`src/rtl/fdf_pkg.sv`:
```
package fdf_pkg;

    localparam int DESC_WORDS = 4;
    localparam int PAL_BIT    = 28;

    localparam logic [1:0] REG_CTRL   = 2'd0;
    localparam logic [1:0] REG_START0 = 2'd1;
    localparam logic [1:0] REG_START1 = 2'd2;

    typedef enum logic [2:0] {
        ST_IDLE,
        ST_DESC_REQ,
        ST_DESC_WAIT,
        ST_PAY_REQ,
        ST_PAY_WAIT,
        ST_NEXT
    } fdf_state_t;

    typedef struct packed {
        logic        panel;
        logic        pal;
        logic [31:0] id;
        logic [31:0] data;
    } fdf_beat_t;

endpackage

```
`src/rtl/fdf_regs.sv`:
```
module fdf_regs
    import fdf_pkg::*;
(
    input  logic        clk,
    input  logic        rst_n,
    input  logic        we,
    input  logic [1:0]  addr,
    input  logic [31:0] wdata,
    output logic        enable,
    output logic        dual,
    output logic [31:0] start0,
    output logic [31:0] start1
);

    always_ff @(posedge clk or negedge rst_n) begin
        if (!rst_n) begin
            enable <= 1'b0;
            dual   <= 1'b0;
            start0 <= '0;
            start1 <= '0;
        end else if (we) begin
            unique case (addr)
                REG_CTRL: begin
                    enable <= wdata[0];
                    dual   <= wdata[1];
                end
                REG_START0: start0 <= wdata;
                REG_START1: start1 <= wdata;
                default: ;
            endcase
        end
    end

endmodule

```
`src/rtl/fdf_fifo.sv`:
```
module fdf_fifo #(
    parameter int WIDTH = 66,
    parameter int DEPTH = 32,
    localparam int PW = (DEPTH > 1) ? $clog2(DEPTH) : 1,
    localparam int CW = $clog2(DEPTH + 1)
) (
    input  logic             clk,
    input  logic             rst_n,
    input  logic             push,
    input  logic [WIDTH-1:0] din,
    input  logic             pop,
    output logic [WIDTH-1:0] dout,
    output logic             empty,
    output logic             full,
    output logic [CW-1:0]    room
);

    logic [WIDTH-1:0] store [DEPTH];
    logic [PW-1:0]    wp, rp;
    logic [CW-1:0]    count;
    logic             do_push, do_pop;

    assign do_push = push && !full;
    assign do_pop  = pop && !empty;

    always_ff @(posedge clk) begin
        if (do_push) store[wp] <= din;
    end

    always_ff @(posedge clk or negedge rst_n) begin
        if (!rst_n) begin
            wp    <= '0;
            rp    <= '0;
            count <= '0;
        end else begin
            if (do_push) wp <= (wp == PW'(DEPTH - 1)) ? '0 : wp + 1'b1;
            if (do_pop)  rp <= (rp == PW'(DEPTH - 1)) ? '0 : rp + 1'b1;
            unique case ({do_push, do_pop})
                2'b10:   count <= count + 1'b1;
                2'b01:   count <= count - 1'b1;
                default: ;
            endcase
        end
    end

    assign dout  = store[rp];
    assign empty = (count == '0);
    assign full  = (count == CW'(DEPTH));
    assign room  = CW'(DEPTH) - count;

endmodule

```
`src/rtl/fdf_engine.sv`:
```
module fdf_engine
    import fdf_pkg::*;
#(
    parameter int BURST  = 16,
    parameter int LEN_W  = 24,
    parameter int ROOM_W = 6,
    localparam int BL_W  = $clog2(BURST + 1)
) (
    input  logic              clk,
    input  logic              rst_n,
    input  logic              enable,
    input  logic              dual,
    input  logic [31:0]       start0,
    input  logic [31:0]       start1,
    output logic              mem_req,
    output logic [31:0]       mem_addr,
    output logic [BL_W-1:0]   mem_len,
    input  logic              mem_ready,
    input  logic              mem_rvalid,
    input  logic [31:0]       mem_rdata,
    input  logic [ROOM_W-1:0] fifo_room,
    output logic              push,
    output fdf_beat_t         push_beat,
    output logic              idle,
    output logic              pay_req
);

    fdf_state_t        state_q, state_d;
    logic [31:0]       ptr0, ptr1, nxt_q, src_q, fid_q;
    logic              chain_q, dual_q, pal_q;
    logic [1:0]        beat_cnt;
    logic [LEN_W-1:0]  rem_q;
    logic [BL_W-1:0]   burst_left;
    logic [BL_W-1:0]   burst_len;
    logic [31:0]       cur_ptr;
    logic              room_ok;

    assign cur_ptr   = chain_q ? ptr1 : ptr0;
    assign burst_len = (rem_q >= LEN_W'(BURST)) ? BL_W'(BURST) : BL_W'(rem_q);
    assign room_ok   = (32'(fifo_room) >= 32'(burst_len));

    // state register
    always_ff @(posedge clk or negedge rst_n) begin
        if (!rst_n) state_q <= ST_IDLE;
        else        state_q <= state_d;
    end

    // next state and outputs
    always_comb begin
        state_d  = state_q;
        mem_req  = 1'b0;
        mem_addr = cur_ptr;
        mem_len  = BL_W'(DESC_WORDS);
        push     = 1'b0;
        unique case (state_q)
            ST_IDLE: begin
                if (enable) state_d = ST_DESC_REQ;
            end
            ST_DESC_REQ: begin
                mem_req = 1'b1;
                if (mem_ready) state_d = ST_DESC_WAIT;
            end
            ST_DESC_WAIT: begin
                if (mem_rvalid && beat_cnt == 2'd3)
                    state_d = (mem_rdata[LEN_W-1:0] == '0) ? ST_NEXT : ST_PAY_REQ;
            end
            ST_PAY_REQ: begin
                mem_addr = src_q;
                mem_len  = burst_len;
                mem_req  = room_ok;
                if (room_ok && mem_ready) state_d = ST_PAY_WAIT;
            end
            ST_PAY_WAIT: begin
                push = mem_rvalid;
                if (mem_rvalid && burst_left == BL_W'(1))
                    state_d = (rem_q == LEN_W'(1)) ? ST_NEXT : ST_PAY_REQ;
            end
            ST_NEXT: begin
                state_d = enable ? ST_DESC_REQ : ST_IDLE;
            end
            default: state_d = ST_IDLE;
        endcase
    end

    assign push_beat = '{panel: chain_q, pal: pal_q, id: fid_q, data: mem_rdata};
    assign idle      = (state_q == ST_IDLE);
    assign pay_req   = (state_q == ST_PAY_REQ);

    // descriptor and chain datapath
    always_ff @(posedge clk or negedge rst_n) begin
        if (!rst_n) begin
            ptr0       <= '0;
            ptr1       <= '0;
            nxt_q      <= '0;
            src_q      <= '0;
            fid_q      <= '0;
            chain_q    <= 1'b0;
            dual_q     <= 1'b0;
            pal_q      <= 1'b0;
            beat_cnt   <= '0;
            rem_q      <= '0;
            burst_left <= '0;
        end else begin
            unique case (state_q)
                ST_IDLE: begin
                    if (enable) begin
                        ptr0    <= start0;
                        ptr1    <= start1;
                        chain_q <= 1'b0;
                        dual_q  <= dual;
                    end
                end
                ST_DESC_REQ: begin
                    if (mem_ready) beat_cnt <= '0;
                end
                ST_DESC_WAIT: begin
                    if (mem_rvalid) begin
                        beat_cnt <= beat_cnt + 1'b1;
                        unique case (beat_cnt)
                            2'd0: nxt_q <= mem_rdata;
                            2'd1: src_q <= mem_rdata;
                            2'd2: fid_q <= mem_rdata;
                            default: begin
                                rem_q <= mem_rdata[LEN_W-1:0];
                                pal_q <= mem_rdata[PAL_BIT];
                            end
                        endcase
                    end
                end
                ST_PAY_REQ: begin
                    if (room_ok && mem_ready) begin
                        src_q      <= src_q + (32'(burst_len) << 2);
                        burst_left <= burst_len;
                    end
                end
                ST_PAY_WAIT: begin
                    if (mem_rvalid) begin
                        burst_left <= burst_left - 1'b1;
                        rem_q      <= rem_q - 1'b1;
                    end
                end
                ST_NEXT: begin
                    if (chain_q) ptr1 <= nxt_q;
                    else         ptr0 <= nxt_q;
                    if (dual_q) chain_q <= ~chain_q;
                end
                default: ;
            endcase
        end
    end

endmodule

```
`src/rtl/frame_desc_fetcher.sv`:
```
module frame_desc_fetcher
    import fdf_pkg::*;
#(
    parameter int BURST_WORDS = 16,
    parameter int FIFO_DEPTH  = 32,
    parameter int LEN_W       = 24,
    localparam int BL_W   = $clog2(BURST_WORDS + 1),
    localparam int ROOM_W = $clog2(FIFO_DEPTH + 1)
) (
    input  logic            clk,
    input  logic            rst_n,
    input  logic            cfg_we,
    input  logic [1:0]      cfg_addr,
    input  logic [31:0]     cfg_wdata,
    output logic            mem_req,
    output logic [31:0]     mem_addr,
    output logic [BL_W-1:0] mem_len,
    input  logic            mem_ready,
    input  logic            mem_rvalid,
    input  logic [31:0]     mem_rdata,
    output logic            out_valid,
    input  logic            out_ready,
    output logic [31:0]     out_data,
    output logic [31:0]     out_frame_id,
    output logic            out_palette,
    output logic            out_panel
);

    logic              enable, dual;
    logic [31:0]       start0, start1;
    logic              fifo_push, fifo_full, fifo_empty;
    logic [ROOM_W-1:0] fifo_room;
    fdf_beat_t         push_beat, head;
    logic              eng_idle, eng_pay_req;

    fdf_regs u_regs (
        .clk    (clk),
        .rst_n  (rst_n),
        .we     (cfg_we),
        .addr   (cfg_addr),
        .wdata  (cfg_wdata),
        .enable (enable),
        .dual   (dual),
        .start0 (start0),
        .start1 (start1)
    );

    fdf_engine #(
        .BURST  (BURST_WORDS),
        .LEN_W  (LEN_W),
        .ROOM_W (ROOM_W)
    ) u_engine (
        .clk        (clk),
        .rst_n      (rst_n),
        .enable     (enable),
        .dual       (dual),
        .start0     (start0),
        .start1     (start1),
        .mem_req    (mem_req),
        .mem_addr   (mem_addr),
        .mem_len    (mem_len),
        .mem_ready  (mem_ready),
        .mem_rvalid (mem_rvalid),
        .mem_rdata  (mem_rdata),
        .fifo_room  (fifo_room),
        .push       (fifo_push),
        .push_beat  (push_beat),
        .idle       (eng_idle),
        .pay_req    (eng_pay_req)
    );

    fdf_fifo #(
        .WIDTH ($bits(fdf_beat_t)),
        .DEPTH (FIFO_DEPTH)
    ) u_fifo (
        .clk   (clk),
        .rst_n (rst_n),
        .push  (fifo_push),
        .din   (push_beat),
        .pop   (out_valid && out_ready),
        .dout  (head),
        .empty (fifo_empty),
        .full  (fifo_full),
        .room  (fifo_room)
    );

    assign out_valid    = !fifo_empty;
    assign out_data     = head.data;
    assign out_frame_id = head.id;
    assign out_palette  = head.pal;
    assign out_panel    = head.panel;

endmodule

```
`config.mk`:
```
export PLATFORM = sky130hd
export DESIGN_NAME = frame_desc_fetcher
export DESIGN_NICKNAME = d
export VERILOG_FILES = /design/src/rtl/fdf_pkg.sv /design/src/rtl/fdf_regs.sv /design/src/rtl/fdf_fifo.sv /design/src/rtl/fdf_engine.sv /design/src/rtl/frame_desc_fetcher.sv
export SDC_FILE = /design/constraint.sdc
export NUM_CORES = 2
export LEC_CHECK = 0
export ABC_CLOCK_PERIOD_IN_PS = 7200
export BUFFER_PORTS_ARGS = -buffer_cell sky130_fd_sc_hd__buf_4
export CORE_MARGIN = 2
export CORE_UTILIZATION = 40
export CTS_CLUSTER_DIAMETER = 80
export DETAILED_ROUTE_END_ITERATION = 6
export GPL_TIMING_DRIVEN = 1
export PLACE_DENSITY = 0.66
export SYNTH_ARGS = -nofsm -noshare
export SYNTH_HDL_FRONTEND = slang
export SYNTH_SLANG_ARGS = --single-unit
```
`constraint.sdc`:
```
create_clock -name clk -period 7.2 [get_ports clk]
set_clock_uncertainty 0.2 [all_clocks]
set_input_delay 1.8 -clock clk [delete_from_list [all_inputs] [get_ports clk]]
set_output_delay 1.8 -clock clk [all_outputs]
set_load 0.05 [all_outputs]
```
# Yosys cells after proc, flatten, opt, wreduce, memory -nomap -nowiden
# Memory sizes are Yosys's and may differ from the RTL's.
# Index checks and enable logic that the tools add are counted.
# word_totals
ff_bits	279
ram_bits	2112
n_memories	1
wordCells	140
output_inout_bits	105
input_bits	72
# memory_table
memory	depth	word_bits	rd	rd_clocked_by_memory_dff	write_ports	line_no	source
u_fifo.store	32	66	1	0	1	fdf_fifo.sv:18	logic [WIDTH-1:0] store [DEPTH];
# classes
n_lt_le_gt_ge	2
n_reduce_logical	35
n_bitwise	2
eq_ne	29
n_addsub	9
muxes	43
# op_table
op	n
$mux W32	9
$pmux W32 S2	3
$mux W24	3
$pmux W24 S2	1
$add A32 B7 Y32	1
$mux W5	6
$eq A24 B1 Y1 const B	1
$ge A24 B5 Y1 const B	1
$logic_not A24 Y1	1
$reduce_and A3 Y1	8
$sub A24 B1 Y24 const B	1
$mux W3	7
$pmux W3 S6	1
$ne A2 B1 Y1 const B	6
$ne A2 B2 Y1 const B	6
$pmux W6 S2	1
$reduce_bool A2 Y1	6
$add A5 B1 Y5 const B	2
$eq A5 B5 Y1 const B	2
$pmux W5 S2	1
$eq A2 B2 Y1 const B	4
$reduce_and A2 Y1	4
$reduce_and A4 Y1	2
$add A6 B1 Y6 const B	1
23 further kinds	42

# Depth between registers and ports, before layout
# logic_depth
word_depth	6
mapped_depth	14
depth_no_buf	14

# Hierarchy
# A second synthesis with hierarchy kept.
# unflattened
hier_cells	5208
hier_area_um2	94977.3
# by_module_without_submodules
mod	area_per_inst_um2	n_inst	cells_each
fdf_fifo	81161.6	1	3892
fdf_engine	11168.2	1	1173
fdf_regs	2637.5	1	141
frame_desc_fetcher	10.0	1	2

# Worst setup path before layout
# No wires, ideal clock.
# synth_timing
kind	in2reg
startpoint	input mem_rvalid
endpoint	memory u_fifo.store[31][0], enable pin
slack_ns	1.303
arrival_time_ns	5.207
required_ns	6.509
cell_stages	4
path_cell_list	nand2_1 a21oi_2 nand2_1 nor2_1
# synth_via
elab_chain_len	4
# synth_rtl
item	line_no	source
start, declared	frame_desc_fetcher.sv:19	input logic mem_rvalid,
$mux W1	fdf_engine.sv:55	unique case (state_q)
$logic_and A1 B1 Y1	fdf_fifo.sv:23	assign do_push = push && !full;
$mux W1	fdf_fifo.sv:27	if (do_push) store[wp] <= din;
$mux W1 (not written as such)	fdf_fifo.sv:27	
end, declared	fdf_fifo.sv:18	
# No other way between the ends.

# Final worst setup path
# layout_timing
startpoint	register u_engine.rem_q[6]
endpoint	output mem_req
# layout_via
elab_chain_len	4
# layout_rtl
item	line_no	source
start, declared	fdf_engine.sv:32	logic [LEN_W-1:0] rem_q;
start signal, assigned	fdf_engine.sv:124	rem_q <= mem_rdata[LEN_W-1:0];
start signal, assigned	fdf_engine.sv:139	rem_q <= rem_q - 1'b1;
$ge A24 B5 Y1	fdf_engine.sv:39	assign burst_len = (rem_q >= LEN_W'(BURST)) ? BL_W'(BURST) : BL_W'(rem_q);
$mux W5	fdf_engine.sv:39	
$ge A6 B5 Y1	fdf_engine.sv:40	assign room_ok = (32'(fifo_room) >= 32'(burst_len));
$pmux W1 S2	fdf_engine.sv:55	
end, declared	frame_desc_fetcher.sv:15	output logic mem_req,
# No other way between the ends.

==> results.json <==
{
  "postRouteWirelength_um": 239000,
  "holdCritStartpoint": "u_engine.src_q[1]",
  "timing_worst_slew_pin_value_ps": 1290,
  "outcome": "complete, no violations",
  "clkLatencyLatePin_ps": 880,
  "die_height_um": 489,
  "port-buffer-count": 176,
  "setup_viol": 0,
  "pwr-share-clk": 0.283,
  "clock_transition_at_path_regs_ps": 60,
  "yosysUniqueCellTypes": 73,
  "ys.flop_type": "sky130_fd_sc_hd__edfxtp_1",
  "post_cts_resize_count": 0,
  "maxCapViolations": 0,
  "synth_top_cells_by_area": "sky130_fd_sc_hd__edfxtp_1 (67%), sky130_fd_sc_hd__mux4_2 (16%), sky130_fd_sc_hd__dfrtp_1 (7.4%)",
  "timing_max_transition_violations_final": 0,
  "drcViolationCount": 0,
  "proportion_of_layout_cells_with_a_drive_suffix_above_1": 0.320,
  "detailroute.via_count": 46800,
  "clkSinkCount": 2391,
  "critical_path.reg2reg.startpoint": "u_engine.rem_q[6]",
  "globalRoute.totalOverflow": 0,
  "largest_net_degree_at_the_start_of_global_routing": 143,
  "synth_top_cell_area_share": 0.675,
  "worstSetupStartpoint": "u_engine.rem_q[6]",
  "multi_input_area_mm2": 0.0228,
  "floorplan.initialDensity": 0.403,
  "syn_inst": 4435,
  "cts_hold_buffers": 0,
  "row_count": 177,
  "cp-start-kind": "flip-flop",
  "die_area_mm2": 0.239,
  "cp_max_fo": 11,
  "wl_per_cell_um": 29.6,
  "final_core_utilization": 0.461,
  "detailedRoute.firstPassIterationCount": 6,
  "cts_post_setup_buffers_inserted": 0,
  "synth_top_family_by_area": "multiplexers",
  "end_kind": "primary output",
  "cp.arrival_ps": 4480,
  "synth_seq_area_share": 0.749,
  "critPathRequiredTime_ps": 5200,
  "ant_nets": 0,
  "cts_buffer_depth": 3,
  "grt_usage": 0.199,
  "fin_tns_setup_ps": 0,
  "cts.root.buffer_cell": "sky130_fd_sc_hd__clkbuf_16",
  "h-tree-depth": 4,
  "chipWidth_um": 489,
  "grt_pass1_vias": 47300,
  "yosys_warnings": 0,
  "powerDensity_mw_per_mm2": 398,
  "layout_min_cycle_time_ps": 6480,
  "switching_share": 0.327,
  "area.sequential_mm2": 0.0704,
  "seq_power_share": 0.413,
  "clock_tree_from_tritoncts": "done",
  "ioPinCount": 177,
  "synth_compound_gate_area_share": 0.0255,
  "grt_pass1_wl_um": 340000,
  "synth_top_cells_by_count": "sky130_fd_sc_hd__edfxtp_1 (2112), sky130_fd_sc_hd__mux4_2 (660), sky130_fd_sc_hd__dfrtp_1 (279), sky130_fd_sc_hd__a21oi_1 (223), sky130_fd_sc_hd__mux2_2 (203)",
  "p_leak_nw": 34.8,
  "synth-async-reset-ratio": 0.117,
  "power_report.internal_total_mw": 28.9,
  "grt_setup_unrepaired": "no",
  "synth_area_per_cell_um2": 21.2,
  "synth_seq_cells": 2391,
  "synth_fa_ha_area_frac": 0.00482,
  "finalCritPeriodShare": 0.900,
  "ir_drop_uv": 608,
  "synth.mux.area_fraction": 0.186,
  "net-switching-power_mw": 14.0,
  "layout.filler_cells": 19100,
  "initial_antenna_violation_count": 22,
  "net_count_of_the_mapped_netlist": 4542,
  "synth_area_leader": "sky130_fd_sc_hd__edfxtp_1",
  "min_path_type": "flip-flop to flip-flop",
  "area_growth_syn_to_layout_pct": 14.5,
  "share_comb_of_total_power": 0.304,
  "synth-edff-count": 2112,
  "synth_xor_area_frac": 0.000932,
  "gp_weighted_congestion": 0.815,
  "synthSimpleGateAreaFrac": 0.0218,
  "detailed_place_hpwl_um": 126000,
  "clock.fmax_mhz": 154,
  "dominant_cell_by_count_in_the_synthesized_netlist": "sky130_fd_sc_hd__edfxtp_1",
  "drt_iter0_drc": 6067,
  "max-slew-margin-rel": 0.142,
  "final_nets": 4834,
  "hold_violations": 0,
  "core_mm2": 0.233,
  "cts_inserted_buffers": 227,
  "vias_per_cell": 5.81,
  "synthesis.area_mm2": 0.0940,
  "critical_path_class": "flip-flop to primary output"
}
## final timing paths
| kind | end | slack [ps] | cells past startpoint |
|---|---|---|---|
| hold / removal | u_engine.src_q[1] | 280 | 2 |
| setup reg to reg | u_engine.src_q[30] | 2460 | 14 |
| setup / recovery | mem_req | 720 | 13 |
| hold reg to reg | u_engine.src_q[1] | 280 | 2 |
| min in group asynchronous | u_regs.start0[11] | 680 | 1 |
| max in group asynchronous | u_fifo.rp[2] | 4690 | 2 |
## kinds of logic (layout without fill, tap and decap cells)
kind of cell	count (synthesis)	in the layout
compound gates	405	405
xor+xnor	10	10
fa+ha+maj	35	35
buf+inv	269	760
flops	2391	2391
mux	898	898
other cells	0	9
simple gates	427	427
## placed cells by master (no fill, tap or decap), types with 25 or more instances in the layout
master,instances
sky130_fd_sc_hd__clkbuf_16,230
sky130_fd_sc_hd__edfxtp_1,2112
sky130_fd_sc_hd__clkbuf_1,39
sky130_fd_sc_hd__nand3_1,30
sky130_fd_sc_hd__nor3_1,26
sky130_fd_sc_hd__buf_4,270
sky130_fd_sc_hd__nor2_1,145
sky130_fd_sc_hd__buf_12,35
sky130_fd_sc_hd__clkinv_1,47
sky130_fd_sc_hd__mux2i_1,35
sky130_fd_sc_hd__bufinv_16,26
sky130_fd_sc_hd__nor2_4,33
sky130_fd_sc_hd__mux2_2,203
sky130_fd_sc_hd__inv_1,25
sky130_fd_sc_hd__nand2_1,63
sky130_fd_sc_hd__and2_1,37
sky130_fd_sc_hd__o21ai_0,59
sky130_fd_sc_hd__dfrtp_1,273
sky130_fd_sc_hd__a21oi_1,221
sky130_fd_sc_hd__clkinv_2,50
sky130_fd_sc_hd__mux4_2,660
sky130_fd_sc_hd__ha_1,33
## critical path, stage by stage (launching register included)
cell                        delay [ps]
sky130_fd_sc_hd__dfrtp_1           430
sky130_fd_sc_hd__nor3_1            560
sky130_fd_sc_hd__nand3_1           240
sky130_fd_sc_hd__nor3_1            300
sky130_fd_sc_hd__buf_4             230
sky130_fd_sc_hd__inv_1             120
sky130_fd_sc_hd__nor2_1            170
sky130_fd_sc_hd__ha_1              250
sky130_fd_sc_hd__nand2b_1          140
sky130_fd_sc_hd__a2111oi_0         390
sky130_fd_sc_hd__nor3_1            200
sky130_fd_sc_hd__nor3_1            260
sky130_fd_sc_hd__a21oi_1           100
sky130_fd_sc_hd__buf_4             230
## layer usage
metal / part of all wire / routed length [µm] / up-vias / GRT usage
met5: 0.0012 / 284 / - / 0
met4: 0.020 / 4740 / 20 / 0.0464
met3: 0.091 / 21700 / 337 / 0.0467
met2: 0.49 / 117000 / 2240 / 0.325
met1: 0.40 / 94500 / 25100 / 0.271
li1: - / - / 19100 / -
## sequential cells by signal, indices dropped and copies added (netlist names), 6 cells and up
name            count
u_regs.start0      32
u_fifo.count        6
u_engine.ptr0      32
u_engine.fid_q     32
u_regs.start1      32
u_engine.ptr1      32
u_engine.src_q     32
u_fifo.store     2112
u_engine.rem_q     24
u_engine.nxt_q     32
## power groups by stage
stage,clock (mW),sequential [mW],combinational (mW)
after floorplan,0,17.1,9.62
after global placement,0,17.9,13.1
after detailed placement,0,18.0,13.2
after CTS,12.3,17.7,13.2
after global routing,12.9,17.8,13.8
final,12.1,17.7,13.0
## cell type report
| type | count | share of cell area |
|---|---|---|
| antenna | 9 | 0.000209 |
| clock buffer | 279 | 0.0559 |
| clock inverter | 149 | 0.0150 |
| inverter | 26 | 0.000907 |
| multi-input combinational | 1775 | 0.212 |
| sequential | 2391 | 0.654 |
| tap | 3132 | 0.0364 |
| timing repair buffer | 306 | 0.0255 |
## stage by stage
step           hold slack (ps)  worst slack [ps]  area (µm²)  total power [mW]  cells
6_report                   275               721      108000              42.9   8067
5_1_grt                    300               276      108000              44.5   8060
4_1_cts                    274               692      108000              43.2   8058
3_5_place_dp               262              1630      100000              31.1   7630
3_3_place_gp               251              1590      100000              31.0   7630
2_1_floorplan              239              1300       94000              26.8   4435
Power figures use the tool's default switching activity.
